==> src/rtl/pdm_div_pkg.sv <==
package pdm_div_pkg;
  localparam int DIV_W_DEF = 6;
  localparam int N_MIN     = 2;

  typedef enum logic { BAND_LOW = 1'b0, BAND_HIGH = 1'b1 } band_e;
endpackage

==> src/rtl/pdm_n_solver.sv <==
module pdm_n_solver
  import pdm_div_pkg::*;
#(
  parameter int CAR_W    = 12,
  parameter int N_W      = DIV_W_DEF,
  parameter int LOW_TGT  = 130,
  parameter int HIGH_TGT = 260
) (
  input  logic             clk,
  input  logic             rst_n,
  input  logic [CAR_W-1:0] carrier_khz,
  input  logic             hi_band,
  input  logic             load_valid,
  output logic             load_ready,
  output logic [N_W:0]     quot,
  output logic             done
);
  localparam int REM_W = CAR_W + 2;
  localparam int QW    = N_W + 1;
  localparam int QLIM  = 1 << N_W;

  logic             busy;
  logic [REM_W-1:0] rem;
  logic [REM_W-1:0] tgt;
  band_e            band;

  assign load_ready = !busy;
  assign band       = band_e'(hi_band);

  always_ff @(posedge clk or negedge rst_n) begin
    if (!rst_n) begin
      busy <= 1'b0;
      rem  <= '0;
      tgt  <= '0;
      quot <= '0;
      done <= 1'b0;
    end else begin
      done <= 1'b0;
      if (!busy) begin
        if (load_valid) begin
          busy <= 1'b1;
          rem  <= {carrier_khz, 2'b00};
          tgt  <= (band == BAND_HIGH) ? REM_W'(HIGH_TGT) : REM_W'(LOW_TGT);
          quot <= '0;
        end
      end else if (rem >= tgt && quot != QW'(QLIM)) begin
        rem  <= rem - tgt;
        quot <= quot + QW'(1);
      end else begin
        busy <= 1'b0;
        done <= 1'b1;
      end
    end
  end

  // a transfer drops ready on the following cycle
  p_accept_r2: assert property (@(posedge clk) disable iff (!rst_n)
    (load_valid && load_ready) |=> !load_ready);

  // the quotient never passes the saturation point
  p_quot_cap_r5: assert property (@(posedge clk) disable iff (!rst_n)
    quot <= QW'(QLIM));
endmodule

==> src/rtl/pdm_n_clamp.sv <==
module pdm_n_clamp
  import pdm_div_pkg::*;
#(
  parameter int N_W = DIV_W_DEF
) (
  input  logic [N_W:0]   quot,
  output logic [N_W-1:0] n_val,
  output logic           sat
);
  localparam int QW    = N_W + 1;
  localparam int N_MAX = (1 << N_W) - 1;

  always_comb begin
    sat   = 1'b0;
    n_val = quot[N_W-1:0];
    if (quot > QW'(N_MAX)) begin
      sat   = 1'b1;
      n_val = N_W'(N_MAX);
    end else if (quot < QW'(N_MIN)) begin
      n_val = N_W'(N_MIN);
    end
  end

  // the clamped value never falls below the minimum divisor
  always_comb begin
    p_floor_r4: assert (n_val >= N_W'(N_MIN));
  end
endmodule

==> src/rtl/pdm_period_ctr.sv <==
module pdm_period_ctr
  import pdm_div_pkg::*;
#(
  parameter int N_W = DIV_W_DEF
) (
  input  logic           clk,
  input  logic           rst_n,
  input  logic           n_load,
  input  logic [N_W-1:0] n_in,
  output logic           pdm_clk
);
  logic [N_W-1:0] cur_n, pend_n, cnt;
  logic           pend_v;
  logic           last;
  logic [N_W-1:0] nxt_n, nxt_cnt;
  logic [N_W:0]   half;

  always_comb begin
    last    = (cnt == cur_n - N_W'(1));
    nxt_n   = (last && pend_v) ? pend_n : cur_n;
    nxt_cnt = last ? '0 : cnt + N_W'(1);
    half    = ({1'b0, nxt_n} + (N_W+1)'(1)) >> 1;
  end

  always_ff @(posedge clk or negedge rst_n) begin
    if (!rst_n) begin
      cur_n   <= N_W'(N_MIN);
      pend_n  <= N_W'(N_MIN);
      pend_v  <= 1'b0;
      cnt     <= '0;
      pdm_clk <= 1'b1;
    end else begin
      cnt     <= nxt_cnt;
      cur_n   <= nxt_n;
      pdm_clk <= ({1'b0, nxt_cnt} < half);
      if (n_load) begin
        pend_n <= n_in;
        pend_v <= 1'b1;
      end else if (last) begin
        pend_v <= 1'b0;
      end
    end
  end

  // the active divisor only changes as a new period begins
  p_swap_at_end_r7: assert property (@(posedge clk) disable iff (!rst_n)
    !$stable(cur_n) |-> (cnt == '0));

  // every period opens with the high phase
  p_start_high_r6: assert property (@(posedge clk) disable iff (!rst_n)
    (cnt == '0) |-> pdm_clk);

  // the phase counter stays inside the active period
  p_cnt_range_r6: assert property (@(posedge clk) disable iff (!rst_n)
    cnt < cur_n);
endmodule

==> src/rtl/pdm_clk_divider.sv <==
module pdm_clk_divider
  import pdm_div_pkg::*;
#(
  parameter int CAR_W    = 12,
  parameter int N_W      = DIV_W_DEF,
  parameter int LOW_TGT  = 130,
  parameter int HIGH_TGT = 260
) (
  input  logic             clk4x,
  input  logic             rst_n,
  input  logic [CAR_W-1:0] carrier_khz,
  input  logic             hi_band,
  input  logic             load_valid,
  output logic             load_ready,
  output logic [N_W-1:0]   n_div,
  output logic             n_sat,
  output logic             pdm_clk
);
  localparam int N_MAX = (1 << N_W) - 1;

  logic [N_W:0]   quot;
  logic           done;
  logic [N_W-1:0] n_val;
  logic           sat;

  pdm_n_solver #(
    .CAR_W(CAR_W), .N_W(N_W), .LOW_TGT(LOW_TGT), .HIGH_TGT(HIGH_TGT)
  ) u_solver (
    .clk(clk4x), .rst_n(rst_n), .carrier_khz(carrier_khz), .hi_band(hi_band),
    .load_valid(load_valid), .load_ready(load_ready), .quot(quot), .done(done)
  );

  pdm_n_clamp #(.N_W(N_W)) u_clamp (
    .quot(quot), .n_val(n_val), .sat(sat)
  );

  always_ff @(posedge clk4x or negedge rst_n) begin
    if (!rst_n) begin
      n_div <= N_W'(N_MIN);
      n_sat <= 1'b0;
    end else if (done) begin
      n_div <= n_val;
      n_sat <= sat;
    end
  end

  pdm_period_ctr #(.N_W(N_W)) u_ctr (
    .clk(clk4x), .rst_n(rst_n), .n_load(done), .n_in(n_val), .pdm_clk(pdm_clk)
  );

  // the saturation flag only accompanies the largest divisor
  p_sat_pins_r5: assert property (@(posedge clk4x) disable iff (!rst_n)
    n_sat |-> (n_div == N_W'(N_MAX)));

  // the presented divisor is never below two
  p_min_div_r4: assert property (@(posedge clk4x) disable iff (!rst_n)
    n_div >= N_W'(N_MIN));
endmodule

==> config.mk <==
export PLATFORM = sky130hd
export DESIGN_NAME = pdm_clk_divider
export DESIGN_NICKNAME = d
export VERILOG_FILES = /design/src/rtl/pdm_div_pkg.sv /design/src/rtl/pdm_n_solver.sv /design/src/rtl/pdm_n_clamp.sv /design/src/rtl/pdm_period_ctr.sv /design/src/rtl/pdm_clk_divider.sv
export SDC_FILE = /design/constraint.sdc
export NUM_CORES = 1
export LEC_CHECK = 0
export BUFFER_PORTS_ARGS = -buffer_cell sky130_fd_sc_hd__buf_2
export CAP_MARGIN = 25
export CORE_MARGIN = 2
export CORE_UTILIZATION = 50
export DETAILED_ROUTE_END_ITERATION = 8
export PLACE_DENSITY_LB_ADDON = 0.08
export SLEW_MARGIN = 5
export SYNTH_ARGS = -nofsm -noshare
export SYNTH_HDL_FRONTEND = slang
export SYNTH_HIERARCHICAL = 1
export SYNTH_SLANG_ARGS = --single-unit
export TNS_END_PERCENT = 100
==> constraint.sdc <==
create_clock -name clk4x -period 8.1 [get_ports clk4x]
set_clock_uncertainty 0.2 [all_clocks]
set_input_delay 1.62 -clock clk4x [delete_from_list [all_inputs] [get_ports clk4x]]
set_output_delay 1.62 -clock clk4x [all_outputs]
set_load 0.03 [all_outputs]
==> impl_summary.md <==
Run status
The run finished with clean final reports.

Power
The proportion of power drawn by flip-flops and latches is 0.423. The net switching power is 0.427 mW. The worst-case IR drop observed on VDD is 0.178 mV. The internal power component is 0.629 mW. Of the total power, the share spent switching nets is 0.404. The areal power density over the cells is 299 nW/µm². The static power due to leakage is 1.56 nW.

The part of the power in combinational logic is 0.439. Overall power consumption after layout is estimated at 1.06 mW. The share of total power in the clock network is 0.138.

Critical path
On the worst path, the slowest cell contributes a delay of 0.54 ns. STA classifies the critical path endpoint as a flop. STA puts the critical path data required time at 8.12 ns. The nature of the critical path startpoint is a flop. The master of the slowest instance on the critical path is sky130_fd_sc_hd__or4b_4.

By instance count, the cell type seen most on the critical path is sky130_fd_sc_hd__ha_1. Walking the worst path, the cells encountered are or2_1 -> or4b_4 -> a211oi_2 -> nand2_4 -> mux2_4 -> ha_1 -> nand3_1 -> xnor2_1 -> mux2i_1 -> ha_1 -> a21o_1 -> a211oi_1 -> nand3b_1 -> o221ai_1. Data on the critical path arrives at its endpoint at 4.08 ns. The critical path start-end classification is flop to flop. In this run the worst path has a maximum fanout of 10.

Global routing
The global routing usage on met1 is 0.310. The wire length of the first global-routing pass is 11.7 mm. The global routing usage summed across all routing layers is 0.200.

The largest net degree at the start of global routing is 52. The number of antenna violations at the first check in global routing came to 0. met1 is the most crowded layer. The number of global-route vias before repair is 2370.

The global routing usage on met2 is 0.296. The global-route track usage on met3 is 0.0233. The leftover overflow at the end of global routing is 0.

Floorplan
The die span in x is 85.2 µm. The floorplan step defined a die boundary enclosing 7260 µm². The area of the placeable core is 6350 µm². The top-level I/O count is 25. In this run the core area contains 29 standard-cell rows. Measured along the y axis, the die boundary spans 85.2 µm. The initial standard-cell utilization of the core is 0.519.

Logic synthesis
The synthesized netlist occupies a cell area of 3300 µm². The number of nets in the synthesized netlist is 351. Counting distinct cell types in the post-synthesis netlist gives 64. The post-synthesis instance total is 320. The number of synthesized flops with an enable pin is 0. Yosys attributes the largest share of cell area to sky130_fd_sc_hd__dfrtp_1 36%, sky130_fd_sc_hd__mux2_4 6.4%, sky130_fd_sc_hd__ha_1 5.3%, sky130_fd_sc_hd__xnor2_1 3.7%, sky130_fd_sc_hd__a211oi_1 3.6%. The number of flip-flops and latches in the synthesized netlist is 51. Of the post-synthesis cell area, the dominant cell type holds 0.357. The share of the Yosys chip area taken by registers is 0.389.

Each instance of the synthesized netlist takes up on average 10.3 µm². In the synthesized netlist the async set-or-reset flop fraction comes to 1.00. The largest total area in the synthesized netlist belongs to sky130_fd_sc_hd__dfrtp_1. For this run, the number of Yosys warnings is 6. The flip-flop cell with the highest count after synthesis is sky130_fd_sc_hd__dfrtp_1.

Layout
In the final design database the tool counted 370 nets. Measured on the finished design, the core utilization comes to 0.556. The layout has 565 filler cells.

The diode insertion count for antenna repair is 0. After routing the design area is 3530 µm². Compared with the post-synthesis result, the final layout area differs by 7.10%.

Of the cells placed in the final design, the portion with a size suffix greater than 1 is 0.206. Excluding fillers, the count of instances in the completed layout stands at 417.

Detailed routing
After detailed routing, the average wire length per cell comes to 16.1 µm. The count of antenna-violating nets left after detailed routing is 0. Across all layers, the routed design uses 2383 vias. The number of iterations in the first detailed-routing pass is 4. The number of vias per cell after detailed routing is 5.71. The total routed wirelength is 6.72 mm.

After detailed routing, the number of remaining DRC violations is 0. The first-iteration detailed-routing DRC count is 136.

Timing
The max-slew violation count is 0. The final hold slack is 0.312 ns. The setup slack after layout is 4.04 ns. In this run the tightest slew margin relative to its limit is 0.556. The number of endpoints failing setup at the final stage is 0. Timing would allow up to 0.246 GHz. The final critical path time including I/O delays and setup is 4.06 ns.

Dividing the final minimum period by the clock period gives 0.501. The final setup TNS is 0 ns. The number of hold violations in the final report is 0. For the pin with the worst max-slew slack, the measured transition is 0.665 ns. Setup repair after global routing left no endpoint under its margin.

Place
The number of cells after detailed placement is 409. After legalization and detailed placement, the total HPWL measured 4.85 mm. OpenSTA, run right after detailed placement, puts the worst setup slack at 4.06 ns. In this run the tool buffered the top-level ports with 24 buffer cells.

After detailed placement, the total cell area comes to 3450 µm². The congestion estimate from routability-driven global placement came to 0.872.

CTS
The H-tree was split into 2 levels. The clock drives 51 sinks. The post-cts gate resize count is 0. After clock tree synthesis, the clock-pin slew on the worst setup and hold paths is 0.10 ns. The cell chosen for the clock root is sky130_fd_sc_hd__clkbuf_8. TritonCTS built the clock tree.

The number of setup buffers added after CTS is 0. The clock latency on the worst-skew pair is 0.30 ns. The maximum count of clock buffers along a single path is 2.

TritonCTS created 5 clock buffers. The hold buffer count at cts is 0.

Job
Across the run, the number of max-cap violations was 0.

Hold path
In this run the worst hold path is classified as flop to flop.
==> worst max-delay path: cells and delay by family, from the launching register on <==
kind,cells,cell delay [ns]
AOI/OAI and AO/OA,4,0.94
xor gates and xnor gates,1,0.12
adders and majority gates,2,0.57
DFF,1,0.48
muxes,2,0.44
and+or+nand+nor,5,1.23
==> kinds of logic after synthesis <==
logic type | Yosys count | share of synthesized area
muxes | 27 | 0.106
buffers and inverters | 25 | 0.0376
adders and majority gates | 15 | 0.0592
AOI/OAI and AO/OA | 68 | 0.156
and+or+nand+nor | 107 | 0.181
DFF | 51 | 0.389
xor gates and xnor gates | 27 | 0.0717
==> area by class of cell <==
cell class,instances,area [µm²],area share
well taps,77,96.3,0.0273
clock buffers,6,72.6,0.0206
multi-input cells,244,1890,0.536
inverters,11,41.3,0.0117
repair buffers,26,135,0.0383
clock inverters,2,12.5,0.00354
flip-flops and latches,51,1280,0.363
==> final timing paths <==
kind | start | endpoint | slack [ns] | depth (start not counted)
max | u_ctr/cur_n[0] | u_ctr/pdm_clk | 4.04 | 14
min | u_solver/rem[1] | u_solver/rem[1] | 0.31 | 1
max reg2reg | u_ctr/cur_n[0] | u_ctr/pdm_clk | 4.04 | 14
min reg2reg | u_solver/rem[1] | u_solver/rem[1] | 0.31 | 1
max in group asynchronous | rst_n | n_div[2] | 6.04 | 2
min in group asynchronous | rst_n | u_ctr/cnt[4] | 1.21 | 2
==> cell usage in the layout (no fill, tap or decap), drive strengths merged, types with 11 or more instances in the layout <==
master | Yosys | layout
dfrtp | 47 | 47
nand2 | 24 | 24
nor2b | 14 | 14
xnor2 | 14 | 14
ha | 14 | 14
mux2 | 21 | 21
a211oi | 18 | 18
buf | 6 | 26
nor2 | 13 | 13
xor2 | 13 | 13
inv | 11 | 11
a21oi | 11 | 11
nand3 | 12 | 12
==> power by group through the flow <==
stage	Combinational, mW	Clock [mW]	Sequential [mW]
final	0.463	0.146	0.447
after global routing	0.522	0.162	0.461
after CTS	0.469	0.153	0.447
after detailed placement	0.466	0	0.451
after global placement	0.455	0	0.449
after floorplan	0.354	0	0.446
==> registers in the layout, indices dropped and copies added, names as in the netlist <==
name	cells
u_solver/rem	13
u_solver/quot	7
n_div	6
u_ctr/cnt	6
u_ctr/cur_n	6
u_ctr/pend_n	6
u_solver/tgt	2
n_sat	1
u_ctr/pdm_clk	1
u_ctr/pend_v	1
u_solver/busy	1
u_solver/done	1
==> routing by layer <==
layer,vias to the layer above,part of all wire
met4,0,0.0045
li1,1195,-
met1,1158,0.52
met5,-,0
met2,28,0.45
met3,2,0.028
==> synth_stat cells (6+ instances only) <==
cell type and n:
sky130_fd_sc_hd__dfrtp_1 47, sky130_fd_sc_hd__xor2_1 13, sky130_fd_sc_hd__nor3_1 7, sky130_fd_sc_hd__nor2b_1 14
sky130_fd_sc_hd__mux2_2 7, sky130_fd_sc_hd__clkbuf_1 8, sky130_fd_sc_hd__a21oi_1 10, sky130_fd_sc_hd__ha_1 14
sky130_fd_sc_hd__nand2_1 23, sky130_fd_sc_hd__mux2i_1 6, sky130_fd_sc_hd__nor2_1 13, sky130_fd_sc_hd__nand2b_1 6
sky130_fd_sc_hd__mux2_4 14, sky130_fd_sc_hd__nand3_1 12, sky130_fd_sc_hd__a211oi_1 16, sky130_fd_sc_hd__xnor2_1 14
sky130_fd_sc_hd__o21ai_0 6, sky130_fd_sc_hd__inv_1 11
Power figures use the tool's default switching activity.
